File: src/rtl/i2c_rescue_pkg.sv
package i2c_rescue_pkg;

  typedef enum logic [3:0] {
    ST_IDLE,
    ST_SETTLE,
    ST_STOP_LO,
    ST_STOP_HI,
    ST_XCLK_LO,
    ST_XCLK_HI,
    ST_CLK_LO,
    ST_CLK_HI,
    ST_END_LO,
    ST_END_HI
  } rescue_state_e;

  function automatic int half_cycles(input int clk_hz, input int half_ns);
    longint v;
    v = (longint'(clk_hz) / 1000) * longint'(half_ns) / 1000000;
    return (v < 1) ? 1 : int'(v);
  endfunction

endpackage

File: src/rtl/i2c_rescue_sync.sv
module i2c_rescue_sync #(
  parameter int WIDTH  = 2,
  parameter int STAGES = 2
) (
  input  logic             clk,
  input  logic             rst,
  input  logic [WIDTH-1:0] d,
  output logic [WIDTH-1:0] q
);
  logic [WIDTH-1:0] pipe [STAGES];

  genvar s;
  generate
    for (s = 0; s < STAGES; s++) begin : g_stage
      if (s == 0) begin : g_first
        always_ff @(posedge clk) begin
          if (rst) pipe[0] <= '1;
          else     pipe[0] <= d;
        end
      end else begin : g_next
        always_ff @(posedge clk) begin
          if (rst) pipe[s] <= '1;
          else     pipe[s] <= pipe[s-1];
        end
      end
    end
  endgenerate

  assign q = pipe[STAGES-1];
endmodule

File: src/rtl/i2c_rescue_timer.sv
module i2c_rescue_timer #(
  parameter int HALF_CYC = 500
) (
  input  logic clk,
  input  logic rst,
  input  logic run,
  output logic tick
);
  localparam int CW = (HALF_CYC > 1) ? $clog2(HALF_CYC) : 1;
  localparam logic [CW-1:0] LAST = CW'(HALF_CYC - 1);

  logic [CW-1:0] count;

  assign tick = run && (count == LAST);

  always_ff @(posedge clk) begin
    if (rst || !run || tick) count <= '0;
    else                     count <= count + 1'b1;
  end
endmodule

File: src/rtl/i2c_rescue_script.sv
module i2c_rescue_script
  import i2c_rescue_pkg::*;
#(
  parameter int PULSES = 9
) (
  input  logic clk,
  input  logic rst,
  input  logic start,
  input  logic tick,
  input  logic scl_s,
  input  logic sda_s,
  output logic scl_pull,
  output logic sda_pull,
  output logic busy,
  output logic done
);
  localparam int PCW = $clog2(PULSES + 1);
  localparam logic [PCW-1:0] PLAST = PCW'(PULSES - 1);

  rescue_state_e state_q, state_d;
  logic [PCW-1:0] pcnt_q, pcnt_d;
  logic           done_d;
  logic           lines_hi;

  assign lines_hi = scl_s && sda_s;

  always_comb begin
    state_d = state_q;
    pcnt_d  = pcnt_q;
    done_d  = 1'b0;
    case (state_q)
      ST_IDLE:    if (start) state_d = ST_SETTLE;
      ST_SETTLE:  if (tick) state_d = lines_hi ? ST_STOP_LO : ST_XCLK_LO;
      ST_XCLK_LO: if (tick) state_d = ST_XCLK_HI;
      ST_XCLK_HI: if (tick) begin
        state_d = lines_hi ? ST_STOP_LO : ST_CLK_LO;
        pcnt_d  = '0;
      end
      ST_STOP_LO: if (tick) state_d = ST_STOP_HI;
      ST_STOP_HI: if (tick) begin
        state_d = ST_CLK_LO;
        pcnt_d  = '0;
      end
      ST_CLK_LO:  if (tick) state_d = ST_CLK_HI;
      ST_CLK_HI:  if (tick) begin
        if (pcnt_q == PLAST) begin
          if (lines_hi) begin
            state_d = ST_END_LO;
          end else begin
            state_d = ST_IDLE;
            done_d  = 1'b1;
          end
        end else begin
          pcnt_d  = pcnt_q + 1'b1;
          state_d = ST_CLK_LO;
        end
      end
      ST_END_LO:  if (tick) state_d = ST_END_HI;
      ST_END_HI:  if (tick) begin
        state_d = ST_IDLE;
        done_d  = 1'b1;
      end
      default:    state_d = ST_IDLE;
    endcase
  end

  always_ff @(posedge clk) begin
    if (rst) begin
      state_q  <= ST_IDLE;
      pcnt_q   <= '0;
      done     <= 1'b0;
      scl_pull <= 1'b0;
      sda_pull <= 1'b0;
    end else begin
      state_q  <= state_d;
      pcnt_q   <= pcnt_d;
      done     <= done_d;
      scl_pull <= (state_d == ST_XCLK_LO) || (state_d == ST_CLK_LO);
      sda_pull <= (state_d == ST_STOP_LO) || (state_d == ST_END_LO);
    end
  end

  assign busy = (state_q != ST_IDLE);
endmodule

File: src/rtl/i2c_bus_rescue.sv
module i2c_bus_rescue
  import i2c_rescue_pkg::*;
#(
  parameter int CLK_HZ      = 100_000_000,
  parameter int HALF_NS     = 5000,
  parameter int SYNC_STAGES = 2,
  parameter int PULSES      = 9
) (
  input  logic clk,
  input  logic rst,
  input  logic start,
  input  logic scl_in,
  input  logic sda_in,
  output logic scl_pull,
  output logic sda_pull,
  output logic busy,
  output logic done
);
  localparam int HALF_CYC = half_cycles(CLK_HZ, HALF_NS);

  logic [1:0] lines_s;
  logic       tick;

  i2c_rescue_sync #(.WIDTH(2), .STAGES(SYNC_STAGES)) u_sync (
    .clk (clk),
    .rst (rst),
    .d   ({scl_in, sda_in}),
    .q   (lines_s)
  );

  i2c_rescue_timer #(.HALF_CYC(HALF_CYC)) u_timer (
    .clk  (clk),
    .rst  (rst),
    .run  (busy),
    .tick (tick)
  );

  i2c_rescue_script #(.PULSES(PULSES)) u_script (
    .clk      (clk),
    .rst      (rst),
    .start    (start),
    .tick     (tick),
    .scl_s    (lines_s[1]),
    .sda_s    (lines_s[0]),
    .scl_pull (scl_pull),
    .sda_pull (sda_pull),
    .busy     (busy),
    .done     (done)
  );
endmodule

File: config.mk
export PLATFORM = sky130hd
export DESIGN_NAME = i2c_bus_rescue
export DESIGN_NICKNAME = d
export VERILOG_FILES = /design/src/rtl/i2c_rescue_pkg.sv /design/src/rtl/i2c_rescue_sync.sv /design/src/rtl/i2c_rescue_timer.sv /design/src/rtl/i2c_rescue_script.sv /design/src/rtl/i2c_bus_rescue.sv
export SDC_FILE = /design/constraint.sdc
export NUM_CORES = 1
export LEC_CHECK = 0
export ABC_AREA = 1
export ABC_CLOCK_PERIOD_IN_PS = 1850
export BUFFER_PORTS_ARGS = -buffer_cell sky130_fd_sc_hd__buf_2
export CAP_MARGIN = 20
export CORE_AREA = 2 2 60 62
export DETAILED_ROUTE_END_ITERATION = 16
export DIE_AREA = 0 0 62 64
export GPL_TIMING_DRIVEN = 0
export PLACE_DENSITY = 0.58
export SYNTH_ARGS = -nofsm -noshare
export SYNTH_HDL_FRONTEND = slang
export SYNTH_HIERARCHICAL = 1
export SYNTH_SLANG_ARGS = --single-unit
File: constraint.sdc
create_clock -name clk -period 1.85 [get_ports clk]
set_input_delay 0.0925 -clock clk [delete_from_list [all_inputs] [get_ports clk]]
set_output_delay 0.0925 -clock clk [all_outputs]
set_load 0.005 [all_outputs]
# After elaboration in Yosys (flattened, before gate mapping)
# Memory sizes are Yosys's and may differ from the RTL's.
# Cells that the tools add are included.
# totals
inputBits,5
out_inout_bits,4
elab_cells,70
ram_bits,4
regBits,20
mem_count,1
# classes
bitwise,2
n_mux,29
reduce_logical,12
n_addsub,2
eq_ne,18
# mem_list
memory,depth,width,read_ports,rd_clocked_by_memory_dff,write_ports,line,source
u_sync.pipe,2,2,2,0,2,i2c_rescue_sync.sv:10,logic [WIDTH-1:0] pipe [STAGES];
# op_table
op,count
two-way mux 4 bit,15
one-hot mux 4 bit (10 select lines),1
"== test 4 x 3 -> 1 bit, second input constant",6
"== test 4 bit, second input constant",4
"== test 4 x 2 -> 1 bit, second input constant",3
"adder 9 x 1 -> 9 bit, second input constant",1
"== test 9 bit, second input constant",1
one-hot mux 4 bit (2 select lines),1
two-way mux 1 bit,7
two-way mux 3 bit,2
"adder 4 x 1 -> 4 bit, second input constant",1
"== test 4 x 1 -> 1 bit, second input constant",1
logical NOT 4 bit,1
logical OR 1 bit,4
two-way mux 2 bit,2
"inequality test 2 bit, second input constant",2
AND reduction 4 bit,1
nonzero test 4 bit,1
logical AND 1 bit,2
"inequality test 2 x 1 -> 1 bit, second input constant",1
OR 1 bit,2
one-hot mux 1 bit (2 select lines),1
nonzero test 2 bit,1
OR reduction 2 bit,1
logical NOT 1 bit,1

# Longest topological paths before layout
# Gate-level depths: netlist of run 1.
# An unclocked memory read counts as a cell.
# depth
depth_word,8
ltp_mapped,15
depth_no_buf,13

# Cells and area by module
# Netlist of run 1, hierarchy kept.
# by_module_without_submodules
mod,area_per_inst_um2,cells_per_inst,seq_area_each_um2,n_inst
i2c_rescue_script,688.2,111,220.2,1
i2c_rescue_timer,446.7,59,180.2,1
i2c_rescue_sync,116.4,13,80.1,1

# Worst setup path before layout of run 1
# OpenSTA, ideal clock, no wires.
# synth_path
kind,register to register
from,register u_script.state_q[0]
to,register u_script.sda_pull
synth_period_minus_slack_ps,1661
arrival_time_ps,1548
path_buffers,2
stages_incl_launch_ff,14
slack_ps,189
setup_time_ps,113
t_required_ps,1737
path_cell_list,dfxtp_1 buf_2 nor2_1 nand2_1 nand2_1 nor2_1 nand3_2 inv_1 buf_4 inv_1 o211ai_1 nand2_1 nor2_1 nor2_1
# synth_via
elab_chain_cells,6
elab_cells_between_ends,26
classes_between,eq/ne: 11; mux: 11; reduce/logical: 4
# synth_lines
element,line,source
"start, declared",i2c_rescue_script.sv:20,"rescue_state_e state_q, state_d;"
"start signal, assigned",i2c_rescue_script.sv:75,state_q <= state_d;
nonzero test 4 bit *,i2c_rescue_script.sv:83,assign busy = (state_q != ST_IDLE);
via busy,i2c_bus_rescue.sv:16,"output logic busy,"
logical AND 1 bit *,i2c_rescue_timer.sv:14,assign tick = run && (count == LAST);
via tick,i2c_bus_rescue.sv:22,logic tick;
two-way mux 4 bit (tied with other cells),i2c_rescue_script.sv:59,ST_END_HI: if (tick) begin
one-hot mux 4 bit (10 select lines) *,i2c_rescue_script.sv:31,case (state_q)
== test 4 x 2 -> 1 bit or == test 4 bit (tied branches),i2c_rescue_script.sv:79,sda_pull <= (state_d == ST_STOP_LO) || (state_d == ST_END_LO);
logical OR 1 bit *,i2c_rescue_script.sv:79,
"end signal, assigned",i2c_rescue_script.sv:79,
"end, declared",i2c_rescue_script.sv:13,"output logic sda_pull,"
# Mark *: on every way through the listed nets, which the timed path passes. The rest lies on a longest branch.
# A chain may end at the register's enable or synchronous reset.

# Worst setup path after layout of run 1
# layout_path
from,register u_script.state_q[2]
to,register u_script.sda_pull
# layout_via
elab_chain_cells,6
elab_cells_between_ends,26
classes_between,eq/ne: 11; mux: 11; reduce/logical: 4
# layout_lines
element,line
nonzero test 4 bit *,i2c_rescue_script.sv:83
logical AND 1 bit *,i2c_rescue_timer.sv:14
via tick,i2c_bus_rescue.sv:22
two-way mux 4 bit (tied with other cells),i2c_rescue_script.sv:59
one-hot mux 4 bit (10 select lines) *,i2c_rescue_script.sv:31
== test 4 x 2 -> 1 bit or == test 4 bit (tied branches),i2c_rescue_script.sv:79
logical OR 1 bit *,i2c_rescue_script.sv:79
# Marked as above.

==> results of run 1 <==
## area by class of cell
| type | count | area share |
|---|---|---|
| Buffer | 3 | 0.0182 |
| Clock buffer | 3 | 0.0156 |
| Inverter | 28 | 0.0728 |
| Multi-Input combinational cell | 128 | 0.460 |
| Sequential cell | 24 | 0.341 |
| Tap cell | 46 | 0.0399 |
| Timing Repair Buffer | 12 | 0.0520 |
## registers in the layout (all words and copies together) (netlist names)
signal,flops
u_timer/count,9
u_script/pcnt_q,4
u_script/state_q,4
u_sync/pipe,4
u_script/done,1
u_script/scl_pull,1
u_script/sda_pull,1
## layer usage
metal	share of wire	vias to the layer above	GRT usage	wire [µm]
li1	-	592	-	-
met1	0.50	490	0.173	1120
met2	0.46	13	0.204	1030
met3	0.036	2	0.0243	81
met4	0.010	0	0.0479	23
met5	0	-	0	0
## power by group through the flow
stage	clock network [W]	logic [W]	registers, W
after global routing	0.000260	0.0000803	0.000528
after CTS	0.000232	0.0000668	0.000528
final	0.000216	0.0000704	0.000527
after floorplan	0	0.0000430	0.000539
after detailed placement	0	0.0000587	0.000540
after global placement	0	0.0000577	0.000539
## critical path, stage by stage, from the launching register on
cell	delay [ns]
sky130_fd_sc_hd__dfxtp_2	0.40
sky130_fd_sc_hd__nor2_1	0.08
sky130_fd_sc_hd__nand2_1	0.11
sky130_fd_sc_hd__nand2_1	0.07
sky130_fd_sc_hd__nor2_2	0.10
sky130_fd_sc_hd__nand3_2	0.09
sky130_fd_sc_hd__inv_1	0.08
sky130_fd_sc_hd__buf_6	0.12
sky130_fd_sc_hd__inv_2	0.07
sky130_fd_sc_hd__o211ai_1	0.22
sky130_fd_sc_hd__nand2_1	0.08
sky130_fd_sc_hd__nor2_1	0.11
sky130_fd_sc_hd__nor2_1	0.05
## layout by cell type (no fill, tap or decap), drive strengths merged
cell / n
nand2: 57
buf: 13
ha: 3
nand3: 11
nand4: 5
xor2: 1
nand3b: 1
o21ai: 3
o21bai: 1
a21oi: 12
clkbuf: 3
dfxtp: 24
nor2: 30
xnor2: 3
dlygate4sd3: 2
o211ai: 1
inv: 28
## how the worst max path moves through the flow
stage                             start           endpoint  slack, ns  cells after the start
global placement    u_script/state_q[0]  u_script/sda_pull     -0.005                     13
detailed placement  u_script/state_q[0]  u_script/sda_pull      -0.07                     13
finish              u_script/state_q[2]  u_script/sda_pull       0.17                     12
CTS                 u_script/state_q[0]  u_script/sda_pull       0.02                     13
floorplan           u_script/state_q[0]  u_script/sda_pull       0.19                     13
global route        u_script/state_q[0]  u_script/sda_pull      0.005                     15
## metrics by stage
step / cells / hold WS [ns] / util / TNS, ns
after floorplan: 183 / 0.184 / - / 0
after global placement: 237 / 0.269 / 0.411 / -0.00467
after detailed placement: 237 / 0.277 / 0.411 / -0.0681
after CTS: 243 / 0.0159 / 0.427 / 0
after global routing: 244 / 0.0153 / 0.440 / 0
final: 244 / 0.0224 / 0.440 / 0
## repair_timing
| action | in CTS | in global routing |
|---|---|---|
| resized for setup | 2 | 13 |
| setup endpoints to repair | 2 | 7 |
| pin swaps | 1 | 0 |
| hold buffers | 2 | 0 |
| hold endpoints to repair | 2 | 0 |
| buffers inserted | 1 | 1 |
## cell families after synthesis
kind of cell               count (synthesis)  share of synthesized area
buffers and inverters                     31                     0.0970
AOI/OAI and AO/OA                         17                     0.0750
DFF                                       24                      0.384
xor gates and xnor gates                   4                     0.0280
and+or+nand+nor                          104                      0.386
adders and majority gates                  3                     0.0300
==> results summary, run 1 <==
The clock sink total is 24. The worst-case register-to-register setup slack is 0.17 ns. Data arrives at the worst endpoint at 1.89 ns. The number of buffers created by CTS is 3.

The number of placement rows came out at 21. The pre-CTS worst setup slack came out at -0.0681 ns. The average instance area after synthesis came out at 6.84 µm². The CTS tree is done. The later-pin clock latency in the skew report came out at 0.30 ns. The path with the worst hold slack has its endpoint at u_sync/pipe[0][1]. The number of DRC violations after detailed-routing iteration 0 came out at 25. The cell type contributing the most total cell area after synthesis is sky130_fd_sc_hd__dfxtp_1. The average wire length per cell after detail routing came out at 9.25 µm.

After synthesis the netlist holds a flip-flop and latch count of 24. The initial cell density of the core is 0.381. The total inserted antenna cells is 0.

The leftover overflow at the end of global routing is 0. Of all nets on the critical path, the largest fanout is 8. The leakage power summed over all cells came out at 0.613 nW. The required time at the endpoint of the critical path is 2.06 ns.

The worst setup path is of the register to register kind. Setup repair after global routing left no endpoint under its margin. The cell count after synthesis came out at 183. The final routed wirelength across all metal layers came out at 2260 µm. The finished layout cell area is 1440 µm². The number of fillers in the final layout is 340. The transition at the pin with the smallest max-transition slack came out at 0.397 ns. Pin placement for this block handled 9 I/O pins. The count of nets left with antenna violations after detail routing is 0. The number of antenna violations at the first check in global routing came to 0.

The kind of launch point of the worst setup path is a register. The net count of the mapped netlist is 191. The multi-input combinational cells in the finished layout cover a total of 664 µm². In the routed layout, each cell is associated on average with a via count of 4.50. CTS placed an instance of sky130_fd_sc_hd__clkbuf_4 at the clock tree root.

For this run, asynchronously set or reset flops after synthesis account for 0. Of the total power, combinational logic draws 0.087. The part of the Yosys area used for sequential elements is 0.384. In this run the number of H-tree levels came out at 1.

The minimum clock period is 1.68 ns. Registers take 493 µm². The cell area that synthesis handed to floorplanning was 1250 µm². The number of cells on the worst hold path came out at 3. The number of iterations in the first detailed-routing pass is 4.

Cell internal power was estimated by the tool at 0.000629 W. In this run the horizontal extent of the chip is 62 µm. The area after detailed placement is 1350 µm². Setup violations remaining at the end of the flow were counted as 0.

The highest clock rate came out at 0.596 GHz. Across the VDD grid, the largest voltage drop is 248 µV. The count of pins over their slew limit came out at 0. Across every metal layer, demand over resource in global routing totals 0.130. The power after layout came out at 0.000814 W. The setup skew after layout came out at 0.00290 ns.

The count of flip-flops with a built-in enable after synthesis came out at 0. For this run, the leading register cell type out of synthesis is sky130_fd_sc_hd__dfxtp_1. The post-synthesis to final-layout area growth is 15.4%.

Of the total power, the share spent switching nets is 0.227. The share of total power dissipated in sequential elements is 0.648. The number of buffers between clock root and the deepest sink is 2. STA classifies the critical path endpoint as a register. The setup slack after layout came out at 0.171 ns. The count of port buffers added during placement came out at 8. The warning count from the yosys run is 6.

Of the post-synthesis cell area, the dominant cell type holds 0.384. Entering global routing, the biggest net connects 13 pins. The count of final hold-check violations is 0. The number of nets in the layout is 208. The wire length of the first global-routing pass came out at 3950 µm. The clock-pin slew on the worst setup and hold paths is 0.12 ns. The placed wire-length estimate is 1730 µm.

The core footprint came out at 3280 µm². The count of maximum capacitance violations is 0. The number of global-route vias before repair came to 942. The relative slew slack is 0.735. The share of the cycle needed by the critical path after routing is 0.907.

The number of cells on the worst reg-to-reg path is 12. The area of the die is 3970 µm². The routed via count is 1097. The endpoint identified for the worst register-to-register timing path is u_script/sda_pull. The path class of the tightest hold or removal check is input pin to register. The floorplan step set the die height to 64 µm. The analysis attributes to net switching a power of 0.000185 W. Yosys instantiated no cell more often than sky130_fd_sc_hd__nand2_1. Yosys attributes the largest share of cell area to sky130_fd_sc_hd__dfxtp_1 38%, sky130_fd_sc_hd__nand2_1 15%, sky130_fd_sc_hd__nor2_1 8.1%. The run finished with clean final reports.

The proportion of power drawn by the clock network is 0.266. At the end of routability-driven placement, the weighted congestion stood at 0.807. The number of remaining DRC errors came out at 0. The fraction of final layout cells with drive strength greater than 1 is 0.212.

The startpoint identified for the worst register-to-register timing path is u_script/state_q[2]. The startpoint identified for the worst hold timing path is rst. In the synthesized netlist, the cells that appear most often are 49 x sky130_fd_sc_hd__nand2_1, 27 x sky130_fd_sc_hd__nor2_1, 25 x sky130_fd_sc_hd__inv_1. The number of different library cells used by synthesis comes to 25. For this design the ratio of total power to cell area is 563 nW/µm².
(Power assumes the default switching activity.)
==> run 2, diff against run 1 <==
--- a/config.mk
+++ b/config.mk
@@ -7,13 +7,13 @@
 export LEC_CHECK = 0
 export ABC_AREA = 1
 export ABC_CLOCK_PERIOD_IN_PS = 1850
-export BUFFER_PORTS_ARGS = -buffer_cell sky130_fd_sc_hd__buf_2
 export CAP_MARGIN = 20
 export CORE_AREA = 2 2 60 62
 export DETAILED_ROUTE_END_ITERATION = 16
 export DIE_AREA = 0 0 62 64
+export DONT_BUFFER_PORTS = 1
 export GPL_TIMING_DRIVEN = 0
-export PLACE_DENSITY = 0.58
+export PLACE_DENSITY_LB_ADDON = 0.12
 export SYNTH_ARGS = -nofsm -noshare
 export SYNTH_HDL_FRONTEND = slang
 export SYNTH_HIERARCHICAL = 1
==> run 2 against run 1 <==
  * Clock skew about the same
  * Hold slack got worse by 0.0046 ns
  * Combinational power about the same
  * Via count up 1.2%
  * Final area up 3.1%
  * Largest power group unchanged
  * Sequential power about the same
  * Critical path depth grew 3
  * Global-route usage grew 0.50 points
  * Clock power is 5% higher
  * Die area unchanged
  * Setup slack got worse by 0.0056 ns
==> results summary, run 2 (synthesized netlist as in run 1, its figures left out) <==
Status: complete, no violations (unchanged). The power share of the combinational group came out at 0.085 (was 0.087). The pre-CTS worst setup slack came to -0.0581 ns (was -0.0681 ns). The number of iterations in the first detailed-routing pass was 4 (unchanged). Top library cells by usage in the layout, fill and taps aside: 46 x sky130_fd_sc_hd__nand2_1, 25 x sky130_fd_sc_hd__nor2_1, 23 x sky130_fd_sc_hd__inv_1 (was 49 x sky130_fd_sc_hd__nand2_1, 26 x sky130_fd_sc_hd__nor2_1, 24 x sky130_fd_sc_hd__inv_1). The startpoint of the most critical setup path is u_script/state_q[0] (was u_script/state_q[2]).

The number of instances in the placed design came out at 229 (was 237). The number of top-level pins came out at 9 (unchanged). The placed wire-length estimate is 1750 µm (was 1730 µm). The setup skew after layout came out at 0.00324 ns (was 0.00290 ns). The count of final hold-check violations came out at 0 (unchanged). The total of endpoints with negative setup slack in the final report is 0 (unchanged). The worst path arrival time came out at 1.94 ns (was 1.89 ns). The internal power summed over all cells came out at 0.000626 W (was 0.000629 W). The startpoint of the tightest hold check path was rst (unchanged).

The proportion of power drawn by the clock network came out at 0.276 (was 0.266). The most frequent standard cell in the layout excluding fill and tap cells is sky130_fd_sc_hd__nand2_1 (unchanged). The largest net degree at the start of global routing came to 13 (unchanged).

The weighted congestion at the end of routability-driven global placement is 0.783 (was 0.807). The power after layout was 0.000822 W (was 0.000814 W). The required time at the endpoint of the critical path came out at 2.10 ns (was 2.06 ns). The floorplan die height is 64 µm (unchanged).

The cell depth of the worst flop-to-flop path came to 15 (was 12). The endpoint class of the critical path is a register (unchanged). The number of global-route vias before repair was 939 (was 942).

The clock root buffer is sky130_fd_sc_hd__clkbuf_4 (unchanged). The number of remaining DRC errors is 0 (unchanged). The relative slew slack came out at 0.723 (was 0.735). The total negative setup slack came out at 0 ns (unchanged). The post-synthesis to final-layout area growth came to 19.0% (was 15.4%). The number of flip-flops in the largest register is 9 (unchanged). The routed via count is 1110 (was 1097). The number of placement rows came to 21 (unchanged). The number of cells on the worst hold path came out at 3 (unchanged). The maximum level of the CTS H-tree came to 1 (unchanged).

The leakage power summed over all cells is 0.611 nW (was 0.613 nW). The minimum clock period was 1.68 ns (about the same). The fraction of final layout cells with drive strength greater than 1 is 0.222 (was 0.212). The top fanout value on the critical path came out at 7 (was 8). The die width came out at 62 µm (unchanged). CP Cell Sequence: buf_6 > nor2_2 > nand2_2 > nand2_2 > nor2_2 > nand3_2 > inv_2 > buf_6 > inv_4 > nor2_1 > nand2_1 > nand3_1 > a21oi_1 > nand2_1 > nor2_1 (was nor2_1 > nand2_1 > nand2_1 > nor2_2 > nand3_2 > inv_1 > buf_6 > inv_2 > o211ai_1 > nand2_1 > nor2_1 > nor2_1).

The startpoint of the worst-slack reg-to-reg timing path is u_script/state_q[0] (was u_script/state_q[2]). The clock-pin slew on the worst setup and hold paths is 0.13 ns (was 0.12 ns). The fraction of power spent switching nets is 0.239 (was 0.227).

The CTS tree is done (unchanged). The core footprint came to 3280 µm² (unchanged). The final cell count without fillers came out at 244 (unchanged). The class of the tightest hold or removal check is input pin to register (unchanged). The kind of launch point of the worst setup path is a register (unchanged). The number of DRC violations after detailed-routing iteration 0 was 65 (was 25). The delay of the slowest critical-path stage is 0.34 ns (was 0.40 ns). The routed via count divided by cell count is 4.55 (was 4.50). The initial cell density of the core came out at 0.381 (unchanged). The combined global-route utilization of all metal layers came out at 0.135 (was 0.130).

The worst-case register-to-register setup slack came out at 0.17 ns (about the same). The share of the cycle needed by the critical path after routing came out at 0.910 (was 0.907). The number of buffers between clock root and the deepest sink is 2 (unchanged). The final routed wirelength across all metal layers is 2410 µm (was 2260 µm). The end of the worst hold path is u_timer/count[7] (was u_sync/pipe[0][1]). The number of antenna violations at the first check in global routing is 0 (unchanged). The later-pin clock latency in the skew report is 0.30 ns (about the same). The proportion of power drawn by flip-flops and latches is 0.639 (was 0.648). The path type of the worst setup path is register to register (unchanged). The leftover overflow at the end of global routing is 0 (unchanged).

The setup slack after layout is 0.166 ns (was 0.171 ns). The count of maximum capacitance violations is 0 (unchanged). The highest-delay cell along the critical path is sky130_fd_sc_hd__dfxtp_2 (unchanged). The wire length of the first global-routing pass is 4100 µm (was 3950 µm).

The worst ir drop on vdd is 264 µV (was 248 µV). The average wire length per cell after detail routing is 9.89 µm (was 9.25 µm). The count of pins over their slew limit came to 0 (unchanged). The count of nets left with antenna violations after detail routing is 0 (unchanged). The highest clock rate was 0.594 GHz (was 0.596 GHz). The transition at the pin with the smallest max-transition slack is 0.415 ns (was 0.397 ns). The register with the highest flop count is u_timer/count (unchanged).

The total inserted antenna cells came out at 0 (unchanged). The hold slack was 0.0178 ns (was 0.0224 ns). The end of the worst register-to-register path is u_script/sda_pull (unchanged). The cell area power density is 552 nW/µm² (was 563 nW/µm²). The area of the die is 3970 µm² (unchanged). The number of buffers created by CTS came out at 3 (unchanged). The count of port buffers added during placement came out at 0 (was 8).

The number of nets in the layout came out at 208 (unchanged). The clock sink total came out at 24 (unchanged). The switching power summed over all nets came out at 0.000196 W (was 0.000185 W).
## run 2: changes by cell type in the layout (fill, tap and decap cells not counted), moves of 2 or more
cell	change
sky130_fd_sc_hd__buf_2	-8
sky130_fd_sc_hd__buf_4	+5
sky130_fd_sc_hd__dlygate4sd3_1	+3
sky130_fd_sc_hd__nand2_1	-3
sky130_fd_sc_hd__nand2_2	+3
sky130_fd_sc_hd__dfxtp_2	-2
## run 2: worst max-delay path by stage
stage	end	slack (ns)	depth (start not counted)
6_report	u_script/sda_pull	0.17	15
5_1_grt	u_script/sda_pull	-0.03	15
4_1_cts	u_script/sda_pull	0.001	12
3_5_place_dp	u_script/sda_pull	-0.06	13
3_3_place_gp	u_script/sda_pull	-0.02	15
2_1_floorplan	u_script/sda_pull	0.19	13
## run 2: worst max-delay path, delay by kind of cell, from the launching register on
kind                   cells  cell delay (ns)
buffers and inverters      4             0.34
DFF                        1             0.34
and+or+nand+nor           10             0.78
AOI/OAI and AO/OA          1             0.15
## run 2: power groups by stage
stage | combinational [W] | clock [W] | sequential, W
global placement | 0.0000523 | 0 | 0.000539
floorplan | 0.0000430 | 0 | 0.000539
CTS | 0.0000634 | 0.000244 | 0.000528
detailed placement | 0.0000535 | 0 | 0.000539
global route | 0.0000793 | 0.000271 | 0.000527
finish | 0.0000701 | 0.000226 | 0.000525
## run 2: area by class of cell
cell class                      count  area (µm²)
Inverter                           28         108
Timing Repair Buffer               12         103
Buffer                              3        26.3
Tap cell                           46        57.6
Sequential cell                    24         494
Clock buffer                        3        22.5
Fill cell                         361        1800
Multi-Input combinational cell    128         678
## run 2: per-stage QoR
step	utilization	instance area [µm²]
global placement	0.398	1310
finish	0.453	1490
global route	0.453	1490
detailed placement	0.398	1310
CTS	0.423	1390
floorplan	-	1250
## run 2: timing repair
| action | 4_1_cts | 5_1_grt |
|---|---|---|
| setup buffers | 0 | 7 |
| setup endpoints to repair | 6 | 10 |
| pin swaps | 0 | 6 |
| hold buffers | 5 | 0 |
| endpoints found under the hold margin | 4 | 0 |
| resized for setup | 5 | 17 |
## run 2: metal layers
metal,GRT usage,share of wire,vias up
li1,-,-,600
met1,0.203,0.52,493
met2,0.184,0.44,15
met3,0.0344,0.032,2
met4,0.0479,0.0083,0
met5,0,0,-
==> run 3, diff against run 2 <==
--- a/config.mk
+++ b/config.mk
@@ -13,7 +13,9 @@
 export DIE_AREA = 0 0 62 64
 export DONT_BUFFER_PORTS = 1
 export GPL_TIMING_DRIVEN = 0
+export HOLD_SLACK_MARGIN = 0.1
 export PLACE_DENSITY_LB_ADDON = 0.12
+export SETUP_SLACK_MARGIN = 0.2
 export SYNTH_ARGS = -nofsm -noshare
 export SYNTH_HDL_FRONTEND = slang
 export SYNTH_HIERARCHICAL = 1
==> run 3 against run 2 <==
  * Die area did not move
  * Flip-flop and latch count did not move
  * Largest cell class unchanged
  * Final cell count rose by 2.5%
==> results summary, run 3 (synthesized netlist as in run 1, its figures left out) <==
The class of the tightest hold or removal check is input pin to register (unchanged). The most frequent standard cell in the layout excluding fill and tap cells is sky130_fd_sc_hd__nand2_1 (unchanged). The CTS tree was done (unchanged). The number of flip-flops in the largest register is 9 (unchanged). The number of iterations in the first detailed-routing pass came out at 4 (unchanged). The clock-pin slew on the worst setup and hold paths was 0.13 ns (about the same).

The combined global-route utilization of all metal layers was 0.146 (was 0.135). The delay of the slowest critical-path stage is 0.34 ns (about the same). The number of placement rows is 21 (unchanged). The share of the cycle needed by the critical path after routing came out at 0.871 (was 0.910). The count of final hold-check violations came out at 0 (unchanged). Top library cells by usage in the layout, fill and taps aside: 46 x sky130_fd_sc_hd__nand2_1, 24 x sky130_fd_sc_hd__nor2_1, 23 x sky130_fd_sc_hd__inv_1 (was 46 x sky130_fd_sc_hd__nand2_1, 25 x sky130_fd_sc_hd__nor2_1, 23 x sky130_fd_sc_hd__inv_1).

The number of buffers between clock root and the deepest sink is 2 (unchanged). The total inserted antenna cells came out at 0 (unchanged). CP Cell Sequence: buf_6 > nor2_4 > nand2_4 > nand2_2 > nor2_2 > nand3_2 > inv_2 > buf_6 > buf_4 > nand3_1 > nand2_1 > nand2_1 > nand2_1 > nor2_1 > nor2_1 (was buf_6 > nor2_2 > nand2_2 > nand2_2 > nor2_2 > nand3_2 > inv_2 > buf_6 > inv_4 > nor2_1 > nand2_1 > nand3_1 > a21oi_1 > nand2_1 > nor2_1). The wire length of the first global-routing pass is 4400 µm (was 4100 µm). The storage element area came out at 498 µm² (was 494 µm²). The path type of the worst setup path is register to register (unchanged). The total of endpoints with negative setup slack in the final report came to 0 (unchanged). The final routed wirelength across all metal layers was 2570 µm (was 2410 µm). The initial cell density of the core came to 0.381 (unchanged). The number of top-level pins is 9 (unchanged). The setup skew after layout came to 0.00349 ns (was 0.00324 ns).

The minimum clock period came to 1.61 ns (was 1.68 ns). The number of global-route vias before repair came to 1048 (was 939). The top fanout value on the critical path was 7 (unchanged).

The fraction of final layout cells with drive strength greater than 1 is 0.250 (was 0.222). The weighted congestion at the end of routability-driven global placement came out at 0.786 (was 0.783). The routed via count is 1115 (was 1110). The transition at the pin with the smallest max-transition slack is 0.407 ns (was 0.415 ns). The required time at the endpoint of the critical path is 2.08 ns (was 2.10 ns). The clock sink total was 24 (unchanged). The later-pin clock latency in the skew report came out at 0.31 ns (was 0.30 ns).

Counting stages on the worst path, the most repeated cell is sky130_fd_sc_hd__nand2_1. The number of fillers in the final layout was 358 (was 361). The register with the highest flop count was u_timer/count (unchanged). The number of cells on the worst hold path came out at 2 (was 3).

The count of pins over their slew limit came out at 0 (unchanged). The largest net degree at the start of global routing came out at 14 (was 13). The placed wire-length estimate was 1780 µm (was 1750 µm). Status: complete, no violations (unchanged). The count of port buffers added during placement is 0 (unchanged). The endpoint class of the critical path is a register (unchanged). The worst ir drop on vdd is 350 µV (was 264 µV). The area of the die is 3970 µm² (unchanged). The die width is 62 µm (unchanged). The core footprint came out at 3280 µm² (unchanged). The highest clock rate is 0.621 GHz (was 0.594 GHz). The area used by multi-input combinational logic is 691 µm² (was 678 µm²). The post-synthesis to final-layout area growth came out at 24.6% (was 19.0%). The cell area power density is 563 nW/µm² (was 552 nW/µm²). The cell depth of the worst flop-to-flop path is 15 (unchanged). The leftover overflow at the end of global routing is 0 (unchanged).

The number of DRC violations after detailed-routing iteration 0 is 60 (was 65). The relative slew slack is 0.729 (was 0.723). The hold slack is 0.135 ns (was 0.0178 ns). The number of buffers created by CTS came out at 3 (unchanged).

The routed via count divided by cell count was 4.46 (was 4.55). The worst path arrival time is 1.84 ns (was 1.94 ns). The leakage power summed over all cells is 0.650 nW (was 0.611 nW). The number of antenna violations at the first check in global routing is 0 (unchanged).

The total negative setup slack came out at 0 ns (unchanged). The kind of launch point of the worst setup path is a register (unchanged). The count of maximum capacitance violations came out at 0 (unchanged). The number of nets in the layout came out at 213 (was 208). The number of remaining DRC errors was 0 (unchanged). The highest-delay cell along the critical path is sky130_fd_sc_hd__dfxtp_2 (unchanged). The count of nets left with antenna violations after detail routing came out at 0 (unchanged). The maximum level of the CTS H-tree came to 1 (unchanged). The clock root buffer is sky130_fd_sc_hd__clkbuf_4 (unchanged). The average wire length per cell after detail routing came out at 10.3 µm (was 9.89 µm).

The worst-case register-to-register setup slack is 0.24 ns (was 0.17 ns). The floorplan die height is 64 µm (unchanged). Setup repair after global routing could not meet its margin everywhere.
[run 3: per-stage QoR]
stage / utilization / power, W / instances / instance area (µm²) / setup WS (ns)
6_report: 0.475 / 0.000878 / 250 / 1560 / 0.239
5_1_grt: 0.475 / 0.000939 / 250 / 1560 / 0.111
4_1_cts: 0.454 / 0.000896 / 244 / 1490 / 0.175
3_5_place_dp: 0.399 / 0.000594 / 229 / 1310 / -0.0731
3_3_place_gp: 0.399 / 0.000592 / 229 / 1310 / -0.0343
2_1_floorplan: - / 0.000583 / 183 / 1250 / 0.223
[run 3: layout make-up]
cell class | count | area share
multi-input cells | 128 | 0.443
inverters | 28 | 0.0690
plain buffers | 3 | 0.0169
well taps | 46 | 0.0369
repair buffers | 17 | 0.0915
clock buffers | 4 | 0.0233
flip-flops and latches | 24 | 0.319
[run 3: repair_timing]
| action | CTS | global route |
|---|---|---|
| endpoints found under the hold margin | 15 | 0 |
| endpoints found under the setup margin | 10 | 10 |
| hold buffers | 6 | 0 |
| resized for setup | 18 | 8 |
| pin swaps | 9 | 5 |
| setup buffers | 5 | 6 |
[run 3: worst paths after layout]
kind | start | endpoint
min reg2reg | u_sync/pipe[0][0] | u_sync/pipe[1][0]
max reg2reg | u_script/state_q[0] | u_script/sda_pull
min | rst | u_script/state_q[0]
max | u_script/state_q[0] | u_script/sda_pull
[run 3: power breakdown]
part | internal (W) | switching (W)
clock network | 0.000120 | 0.000156
registers | 0.000520 | 0.00000424
logic | 0.0000334 | 0.0000432
[run 3: layer usage]
layer / up-vias / track usage / wire length (µm)
met2: 9 / 0.232 / 1240
li1: 609 / - / -
met4: 0 / 0.0479 / 31
met1: 493 / 0.194 / 1240
met3: 4 / 0.0304 / 52
met5: - / 0 / 0
[run 3: critical path: cells and delay by family (launching register included)]
kind | cells | cell delay [ns]
AND/OR/NAND/NOR | 11 | 0.78
flip-flops | 1 | 0.34
buffers and inverters | 4 | 0.40
